==> config.mk <==
export PLATFORM = sky130hd
export DESIGN_NAME = evmf_bank
export DESIGN_NICKNAME = d
export VERILOG_FILES = /design/src/rtl/evmf_pkg.sv /design/src/rtl/evmf_err_former.sv /design/src/rtl/evmf_scorer.sv /design/src/rtl/evmf_bank.sv
export SDC_FILE = /design/constraint.sdc
export NUM_CORES = 2
export LEC_CHECK = 0
export ABC_AREA = 1
export CORE_ASPECT_RATIO = 0.5
export CORE_MARGIN = 2
export CORE_UTILIZATION = 59
export CTS_CLUSTER_SIZE = 12
export DETAILED_ROUTE_END_ITERATION = 12
export PLACE_DENSITY_LB_ADDON = 0.15
export SLEW_MARGIN = 0
export SYNTH_ARGS = -nofsm -noshare
export SYNTH_HDL_FRONTEND = slang
export SYNTH_SLANG_ARGS = --single-unit
==> constraint.sdc <==
create_clock -name clk -period 16.55 [get_ports clk]
set_input_delay 3.31 -clock clk [delete_from_list [all_inputs] [get_ports clk]]
set_output_delay 3.31 -clock clk [all_outputs]
set_load 0.02 [all_outputs]
==> src/rtl/evmf_pkg.sv <==
package evmf_pkg;

   // channel target taps, coefficient of D^l at index l
   localparam int TAPS = 4;
   localparam int GTAP [TAPS] = '{1, 6, 7, 2};

   typedef enum logic [1:0] {ST_IDLE, ST_RUN, ST_FLUSH} evmf_state_e;

   // amplitude of an alternating error event of length len at index n
   function automatic int ev_amp(int len, int n);
      if (n < 0 || n >= len) return 0;
      return (n % 2 == 0) ? 2 : -2;
   endfunction

   // coefficient m of the event convolved with the target
   function automatic int shape(int len, int m);
      int acc;
      acc = 0;
      for (int l = 0; l < TAPS; l++) acc += GTAP[l] * ev_amp(len, m - l);
      return acc;
   endfunction

   // half of the filtered-event energy
   function automatic longint half_energy(int len);
      longint acc;
      acc = 0;
      for (int m = 0; m < len + TAPS - 1; m++)
         acc += longint'(shape(len, m)) * longint'(shape(len, m));
      return acc / 2;
   endfunction

   function automatic longint sat(longint v, int w);
      longint hi, lo;
      hi = (longint'(1) <<< (w - 1)) - 64'sd1;
      lo = -hi - 64'sd1;
      if (v > hi) return hi;
      if (v < lo) return lo;
      return v;
   endfunction

endpackage

==> src/rtl/evmf_err_former.sv <==
module evmf_err_former
   import evmf_pkg::*;
#(
   parameter int QW = 8,
   parameter int EW = 10
) (
   input  logic                 clk,
   input  logic                 rst_n,
   input  logic                 take,
   input  logic                 first,
   input  logic                 bit_in,
   input  logic signed [QW-1:0] q,
   output logic signed [EW-1:0] e
);

   // previous detected symbols, index 0 newest; 0 means before the frame
   logic signed [1:0] hist [TAPS-1];

   always_comb begin
      longint acc;
      acc = longint'(q);
      acc -= longint'(GTAP[0]) * (bit_in ? 64'sd1 : -64'sd1);
      for (int l = 1; l < TAPS; l++)
         acc -= longint'(GTAP[l]) * (first ? 64'sd0 : longint'(hist[l-1]));
      e = EW'(sat(acc, EW));
   end

   always_ff @(posedge clk or negedge rst_n) begin
      if (!rst_n) begin
         for (int i = 0; i < TAPS - 1; i++) hist[i] <= '0;
      end else if (take) begin
         hist[0] <= bit_in ? 2'b01 : 2'b11;
         for (int i = 1; i < TAPS - 1; i++) hist[i] <= first ? 2'b00 : hist[i-1];
      end
   end

endmodule

==> src/rtl/evmf_scorer.sv <==
module evmf_scorer
   import evmf_pkg::*;
#(
   parameter int LEN = 1,
   parameter int EW  = 10,
   parameter int SW  = 20,
   parameter int PW  = 9,
   localparam int LH = LEN + TAPS - 1
) (
   input  logic                 clk,
   input  logic                 rst_n,
   input  logic                 clear,
   input  logic                 eval,
   input  logic                 allowed,
   input  logic [PW-1:0]        start_pos,
   input  logic [LH*EW-1:0]     win,
   output logic signed [SW-1:0] best_score,
   output logic [PW-1:0]        best_pos,
   output logic                 found
);

   localparam longint KJ = half_energy(LEN);
   localparam logic signed [SW-1:0] SMIN = {1'b1, {(SW-1){1'b0}}};

   logic signed [63:0] prod [LH];
   logic signed [SW-1:0] cand;

   for (genvar m = 0; m < LH; m++) begin : g_tap
      localparam int HM = shape(LEN, m);
      assign prod[m] = longint'($signed(win[m*EW +: EW])) * longint'(HM);
   end

   always_comb begin
      longint acc;
      acc = 0;
      for (int m = 0; m < LH; m++) acc += prod[m];
      cand = SW'(sat(acc - KJ, SW));
   end

   always_ff @(posedge clk or negedge rst_n) begin
      if (!rst_n) begin
         best_score <= SMIN;
         best_pos   <= '0;
         found      <= 1'b0;
      end else if (clear) begin
         best_score <= SMIN;
         best_pos   <= '0;
         found      <= 1'b0;
      end else if (eval && allowed && (!found || cand > best_score)) begin
         best_score <= cand;
         best_pos   <= start_pos;
         found      <= 1'b1;
      end
   end

endmodule

==> src/rtl/evmf_bank.sv <==
module evmf_bank
   import evmf_pkg::*;
#(
   parameter int QW      = 8,
   parameter int EW      = 10,
   parameter int SW      = 20,
   parameter int NEV     = 6,
   parameter int MAX_LEN = 256,
   localparam int LHMAX  = NEV + TAPS - 1,
   localparam int PW     = $clog2(MAX_LEN + LHMAX),
   localparam int FCW    = $clog2(LHMAX)
) (
   input  logic                 clk,
   input  logic                 rst_n,
   input  logic                 in_valid,
   input  logic                 in_first,
   input  logic                 in_last,
   input  logic                 in_bit,
   input  logic signed [QW-1:0] in_q,
   input  logic [NEV-1:0]       in_allow,
   output logic                 res_valid,
   output logic [NEV-1:0]       res_found,
   output logic [NEV*SW-1:0]    res_score,
   output logic [NEV*PW-1:0]    res_pos
);

   if (NEV < 1 || NEV > 8) begin : g_bad_nev
      $error("evmf_bank: NEV must lie in 1..8");
   end
   if (EW < QW) begin : g_bad_ew
      $error("evmf_bank: EW must be at least QW");
   end
   if (SW < EW + 2) begin : g_bad_sw
      $error("evmf_bank: SW too narrow");
   end
   if (MAX_LEN < 1) begin : g_bad_len
      $error("evmf_bank: MAX_LEN must be positive");
   end

   evmf_state_e          state;
   logic [FCW-1:0]       fcnt;
   logic                 fin_q, eval_q;
   logic [PW-1:0]        pos0;
   logic                 start_w, take_w, shift_w, idle_w;
   logic signed [EW-1:0] e_w;
   logic signed [EW-1:0] ew [LHMAX];
   logic [NEV-1:0]       aw [LHMAX];

   assign idle_w  = (state == ST_IDLE);
   assign start_w = in_valid && in_first && idle_w && !fin_q;
   assign take_w  = start_w || (in_valid && state == ST_RUN);
   assign shift_w = take_w || (state == ST_FLUSH);

   evmf_err_former #(.QW(QW), .EW(EW)) u_former (
      .clk    (clk),
      .rst_n  (rst_n),
      .take   (take_w),
      .first  (start_w),
      .bit_in (in_bit),
      .q      (in_q),
      .e      (e_w)
   );

   always_ff @(posedge clk or negedge rst_n) begin
      if (!rst_n) begin
         state     <= ST_IDLE;
         fcnt      <= '0;
         fin_q     <= 1'b0;
         eval_q    <= 1'b0;
         res_valid <= 1'b0;
         pos0      <= '0;
      end else begin
         eval_q    <= shift_w;
         res_valid <= fin_q;
         fin_q     <= (state == ST_FLUSH) && (fcnt == FCW'(LHMAX - 2));
         if (shift_w) pos0 <= start_w ? '0 : pos0 + 1'b1;
         case (state)
            ST_IDLE: if (start_w) begin
               fcnt  <= '0;
               state <= in_last ? ST_FLUSH : ST_RUN;
            end
            ST_RUN: if (take_w && in_last) begin
               fcnt  <= '0;
               state <= ST_FLUSH;
            end
            ST_FLUSH: begin
               fcnt <= fcnt + 1'b1;
               if (fcnt == FCW'(LHMAX - 2)) state <= ST_IDLE;
            end
            default: state <= ST_IDLE;
         endcase
      end
   end

   // error and allow delay lines, index 0 holds the newest sample
   always_ff @(posedge clk or negedge rst_n) begin
      if (!rst_n) begin
         for (int i = 0; i < LHMAX; i++) begin
            ew[i] <= '0;
            aw[i] <= '0;
         end
      end else if (shift_w) begin
         ew[0] <= take_w ? e_w : '0;
         aw[0] <= take_w ? in_allow : '0;
         for (int i = 1; i < LHMAX; i++) begin
            ew[i] <= ew[i-1];
            aw[i] <= start_w ? '0 : aw[i-1];
         end
      end
   end

   for (genvar j = 0; j < NEV; j++) begin : g_ev
      localparam int LH = j + TAPS;
      logic [LH*EW-1:0]     wv;
      logic signed [SW-1:0] sc;
      logic [PW-1:0]        ps;
      logic                 fd;

      for (genvar m = 0; m < LH; m++) begin : g_win
         assign wv[m*EW +: EW] = ew[LH-1-m];
      end

      evmf_scorer #(.LEN(j + 1), .EW(EW), .SW(SW), .PW(PW)) u_scorer (
         .clk        (clk),
         .rst_n      (rst_n),
         .clear      (start_w),
         .eval       (eval_q),
         .allowed    (aw[LH-1][j]),
         .start_pos  (pos0 - PW'(LH - 1)),
         .win        (wv),
         .best_score (sc),
         .best_pos   (ps),
         .found      (fd)
      );

      assign res_score[j*SW +: SW] = sc;
      assign res_pos[j*PW +: PW]   = ps;
      assign res_found[j]          = fd;
   end

endmodule

==> metrics.txt <==
# TYPE chip_impl_metric gauge
chip_impl_info{name="criticalPathCategory",value="reg2reg"} 1
chip_impl_info{name="yosys.area.top_type",value="fa_1"} 1
chip_impl_metric{name="grt_first_pass_wirelength",unit="µm"} 298700
chip_impl_metric{name="finalCriticalPeriod",unit="ns"} 13.33
chip_impl_info{name="min_path_type",value="reg2reg"} 1
chip_impl_metric{name="antenna_found_initial",unit=""} 6
chip_impl_metric{name="layout_worst_path_cycle_share",unit="%"} 80.54
chip_impl_metric{name="worstPathRequired",unit="ns"} 17.05
chip_impl_metric{name="yosys_warnings",unit=""} 0
chip_impl_metric{name="synthesis.area",unit="µm²"} 59140
chip_impl_metric{name="fmax",unit="MHz"} 75.02
chip_impl_metric{name="grt_util_all_layers",unit="%"} 36.99
chip_impl_metric{name="start_util",unit="%"} 59.30
chip_impl_info{name="postSynth.topFlopCell",value="dfrtp_1"} 1
chip_impl_info{name="crit_path_frequent_cell",value="nand2_1"} 1
chip_impl_metric{name="drive_above_1_share",unit="%"} 3.078
chip_impl_info{name="tritoncts",value="done"} 1
chip_impl_metric{name="max_transition_margin",unit="%"} 10.69
chip_impl_metric{name="synth_fa_ha_area_share",unit="%"} 34.76
chip_impl_metric{name="synthDominantCellAreaShare",unit="%"} 17.87
chip_impl_metric{name="final.setup.tns",unit="ns"} 0
chip_impl_metric{name="cts_buf_count",unit=""} 40
chip_impl_metric{name="worst-path-max-fanout",unit=""} 29
chip_impl_metric{name="drc",unit=""} 0
chip_impl_metric{name="multiInputGateArea",unit="µm²"} 43510
chip_impl_metric{name="worst-slew-pin-transition",unit="ns"} 1.338
chip_impl_metric{name="synth.ff_latch_count",unit=""} 333
chip_impl_metric{name="detail_route.wirelength",unit="µm"} 190400
chip_impl_metric{name="grt-ovfl-total",unit=""} 0
chip_impl_metric{name="fp.dieH",unit="µm"} 227.9
chip_impl_info{name="synth_top_family_by_area",value="adder cells"} 1
chip_impl_metric{name="asyncSetResetFlopFracSynth",unit="%"} 100.0
chip_impl_metric{name="cts.path.max_buffers",unit=""} 3
chip_impl_metric{name="final_hold_fails",unit=""} 0
chip_impl_metric{name="drt-vias-per-instance",unit=""} 5.445
chip_impl_metric{name="initial_drt_markers",unit=""} 4878
chip_impl_metric{name="cts_clk_pin_slew_worst_paths",unit="ns"} 0.06
chip_impl_metric{name="htreeDepth",unit=""} 2
chip_impl_metric{name="synthXorXnorAreaFrac",unit="%"} 4.888
chip_impl_metric{name="detailroute.via_count",unit=""} 54390
chip_impl_metric{name="vias_in_the_first_global_route",unit=""} 52450
chip_impl_metric{name="drv_cap",unit=""} 0
chip_impl_metric{name="ios",unit=""} 201
chip_impl_metric{name="final-seq-area",unit="µm²"} 8341
chip_impl_metric{name="cts_hold_buf",unit=""} 0
chip_impl_metric{name="post_cts_sizing_count",unit=""} 0
chip_impl_metric{name="dieWidth",unit="µm"} 451.7
chip_impl_info{name="grt_setup_unrepaired",value="false"} 1
chip_impl_metric{name="flow.area_growth_from_synthesis",unit="%"} 8.150
chip_impl_metric{name="synth.yosys.seq_area_share",unit="%"} 14.10
chip_impl_metric{name="stdcell_count",unit=""} 9989
chip_impl_metric{name="worst_skew_pair.late_latency",unit="ns"} 0.63
chip_impl_metric{name="number_of_rows_created_at_floorplan",unit=""} 82
chip_impl_metric{name="critPathMaxStageDelay",unit="ns"} 0.97
chip_impl_metric{name="dieArea",unit="µm²"} 102900
chip_impl_metric{name="synth_simple_gate_area_share",unit="%"} 25.71
chip_impl_metric{name="yosysUniqueCellTypes",unit=""} 63
chip_impl_info{name="endpoint_kind",value="flip-flop"} 1
chip_impl_metric{name="syn_nets",unit=""} 9792
chip_impl_metric{name="ant_nets",unit=""} 0
chip_impl_metric{name="r2r_slack",unit="ns"} 3.22
chip_impl_metric{name="clock_sink_total",unit=""} 333
chip_impl_info{name="synthTopCellsByArea",value="fa_1 (18%), ha_1 (17%), nand2_1 (15%)"} 1
chip_impl_metric{name="dr.pass1.iters",unit=""} 7
chip_impl_metric{name="synthesis.area_per_instance",unit="µm²"} 7.002
chip_impl_metric{name="fillCellCount",unit=""} 9366
chip_impl_metric{name="nets",unit=""} 9958
chip_impl_metric{name="cp.arrival",unit="ns"} 13.83
chip_impl_metric{name="dp.final_hpwl",unit="µm"} 161100
chip_impl_info{name="worst_setup_path_start_kind",value="flip-flop"} 1
chip_impl_metric{name="setup-violations-final",unit=""} 0
chip_impl_metric{name="portBuffers",unit=""} 200
chip_impl_metric{name="post_synth_inst_count",unit=""} 8446
chip_impl_metric{name="final_max_tran_viols",unit=""} 0
chip_impl_metric{name="cell_count_post_placement",unit=""} 9914
chip_impl_metric{name="muxShareOfSynthArea",unit="%"} 0
chip_impl_info{name="cts_root_buf",value="clkbuf_16"} 1
chip_impl_metric{name="synth_compound_gate_area_share",unit="%"} 8.137
chip_impl_metric{name="post_dr_wirelength_cell",unit="µm"} 19.06
chip_impl_metric{name="core_area",unit="µm²"} 99730
chip_impl_info{name="cpMaxStageDelayCell",value="inv_1"} 1
chip_impl_metric{name="place.gp.congestion",unit=""} 1.027
chip_impl_metric{name="finClkSkew",unit="ns"} 0.06016
chip_impl_info{name="outcome",value="completed"} 1
chip_impl_metric{name="post_synth_edffs",unit=""} 0
chip_impl_metric{name="largest_net_degree_at_the_start_of_global_routing",unit=""} 227
chip_impl_metric{name="cts_setup_buffers",unit=""} 0
==> flip-flops by register name, indices dropped and copies added, names as in the netlist, 2 cells and up <==
register	flops
g_ev.u_scorer.best_pos	54
aw	39
g_ev.u_scorer.found	6
ew	90
fcnt	4
u_former.hist	6
pos0	9
state	2
g_ev.u_scorer.best_score	120
==> cells in the mapped netlist (56+ instances only) <==
master,n
nand2_1,2435
inv_1,1784
ha_1,798
fa_1,528
nor2_1,508
a21oi_1,376
nand3_1,362
dfrtp_1,327
o21ai_0,299
xor2_1,232
nand4_1,118
xnor2_1,98
clkbuf_1,68
nor3_1,58
nand2_2,56
==> cells by family after synthesis <==
logic type | count (synthesis)
compound gates | 864
simple gates | 3673
flops | 333
buf+inv | 1920
fa+ha+maj | 1326
xor+xnor | 330
==> cell type report <==
type	count	share of cell area (%)
multi-input combinational	6193	68.03
sequential	333	13.04
inverter	1805	10.59
timing repair buffer	239	3.615
tap	1344	2.629
clock buffer	61	1.782
clock inverter	12	0.2974
antenna	2	0.007825
==> worst max-delay path: cells and delay by family (launching register included) <==
kind / cells / cell delay [ns]
xor gates and xnor gates: 1 / 0.13
adders and majority gates: 9 / 3.96
buffers and inverters: 6 / 1.98
and+or+nand+nor: 34 / 4.74
DFF: 1 / 0.60
AOI/OAI and AO/OA: 6 / 1.82
==> metrics by stage <==
stage	util, %	hold slack (ns)	area [µm²]	setup WS [ns]
final	64.13	0.3881	63960	3.221
after global routing	64.13	0.3958	63950	2.356
after CTS	64.13	0.3835	63950	3.570
after detailed placement	62.79	0.3696	62620	3.638
after global placement	62.79	0.3669	62620	3.763
after floorplan	-	0.3543	59140	2.731
==> worst paths after layout <==
path | from | end | depth (start not counted)
setup / recovery | ew[31] | g_ev[3].u_scorer.best_pos[3] | 56
hold / removal | fin_q | res_valid | 0
setup reg to reg | ew[31] | g_ev[3].u_scorer.best_pos[3] | 56
hold reg to reg | fin_q | res_valid | 0
max in group asynchronous | rst_n | g_ev[2].u_scorer.best_pos[2] | 3
min in group asynchronous | rst_n | g_ev[4].u_scorer.best_pos[8] | 1
==> metal layers <==
metal | GRT usage [%] | share of wire, % | vias up | routed length (µm)
li1 | - | - | 26470 | -
met2 | 57.80 | 44 | 1936 | 83180
met4 | 10.78 | 3.2 | 10 | 6041
met5 | 0 | 0.038 | - | 73
met3 | 6.063 | 8.3 | 294 | 15850
met1 | 52.82 | 45 | 25680 | 85230
==> layout by cell type (no fill, tap or decap), types with 9 or more instances in the layout <==
cell type,synthesis,layout
clkbuf_1,68,15
inv_1,1784,1783
xnor2_1,98,97
clkbuf_16,0,40
a31oi_1,11,11
nor4_1,36,36
o21a_1,12,12
dfrtp_1,327,327
o211ai_1,12,12
ha_1,798,798
nand2_2,56,56
a21o_1,17,17
o21ai_2,12,12
nor2_2,19,19
o21bai_1,43,43
nor2_4,8,9
or2_2,22,22
nand3b_1,22,22
nand4_1,118,118
o31ai_1,11,11
nor3_1,58,58
nand3_1,362,362
xor2_1,232,232
nor2_1,508,507
a21oi_1,376,376
fa_1,528,527
nand2_1,2435,2434
buf_4,17,38
inv_2,17,18
o21ai_0,299,299
o21ai_1,22,21
clkdlybuf4s50_1,0,199
Power is left out: the tool's default activity adds up to more than one toggle a clock period on the data nets, which glitch-free logic cannot reach.
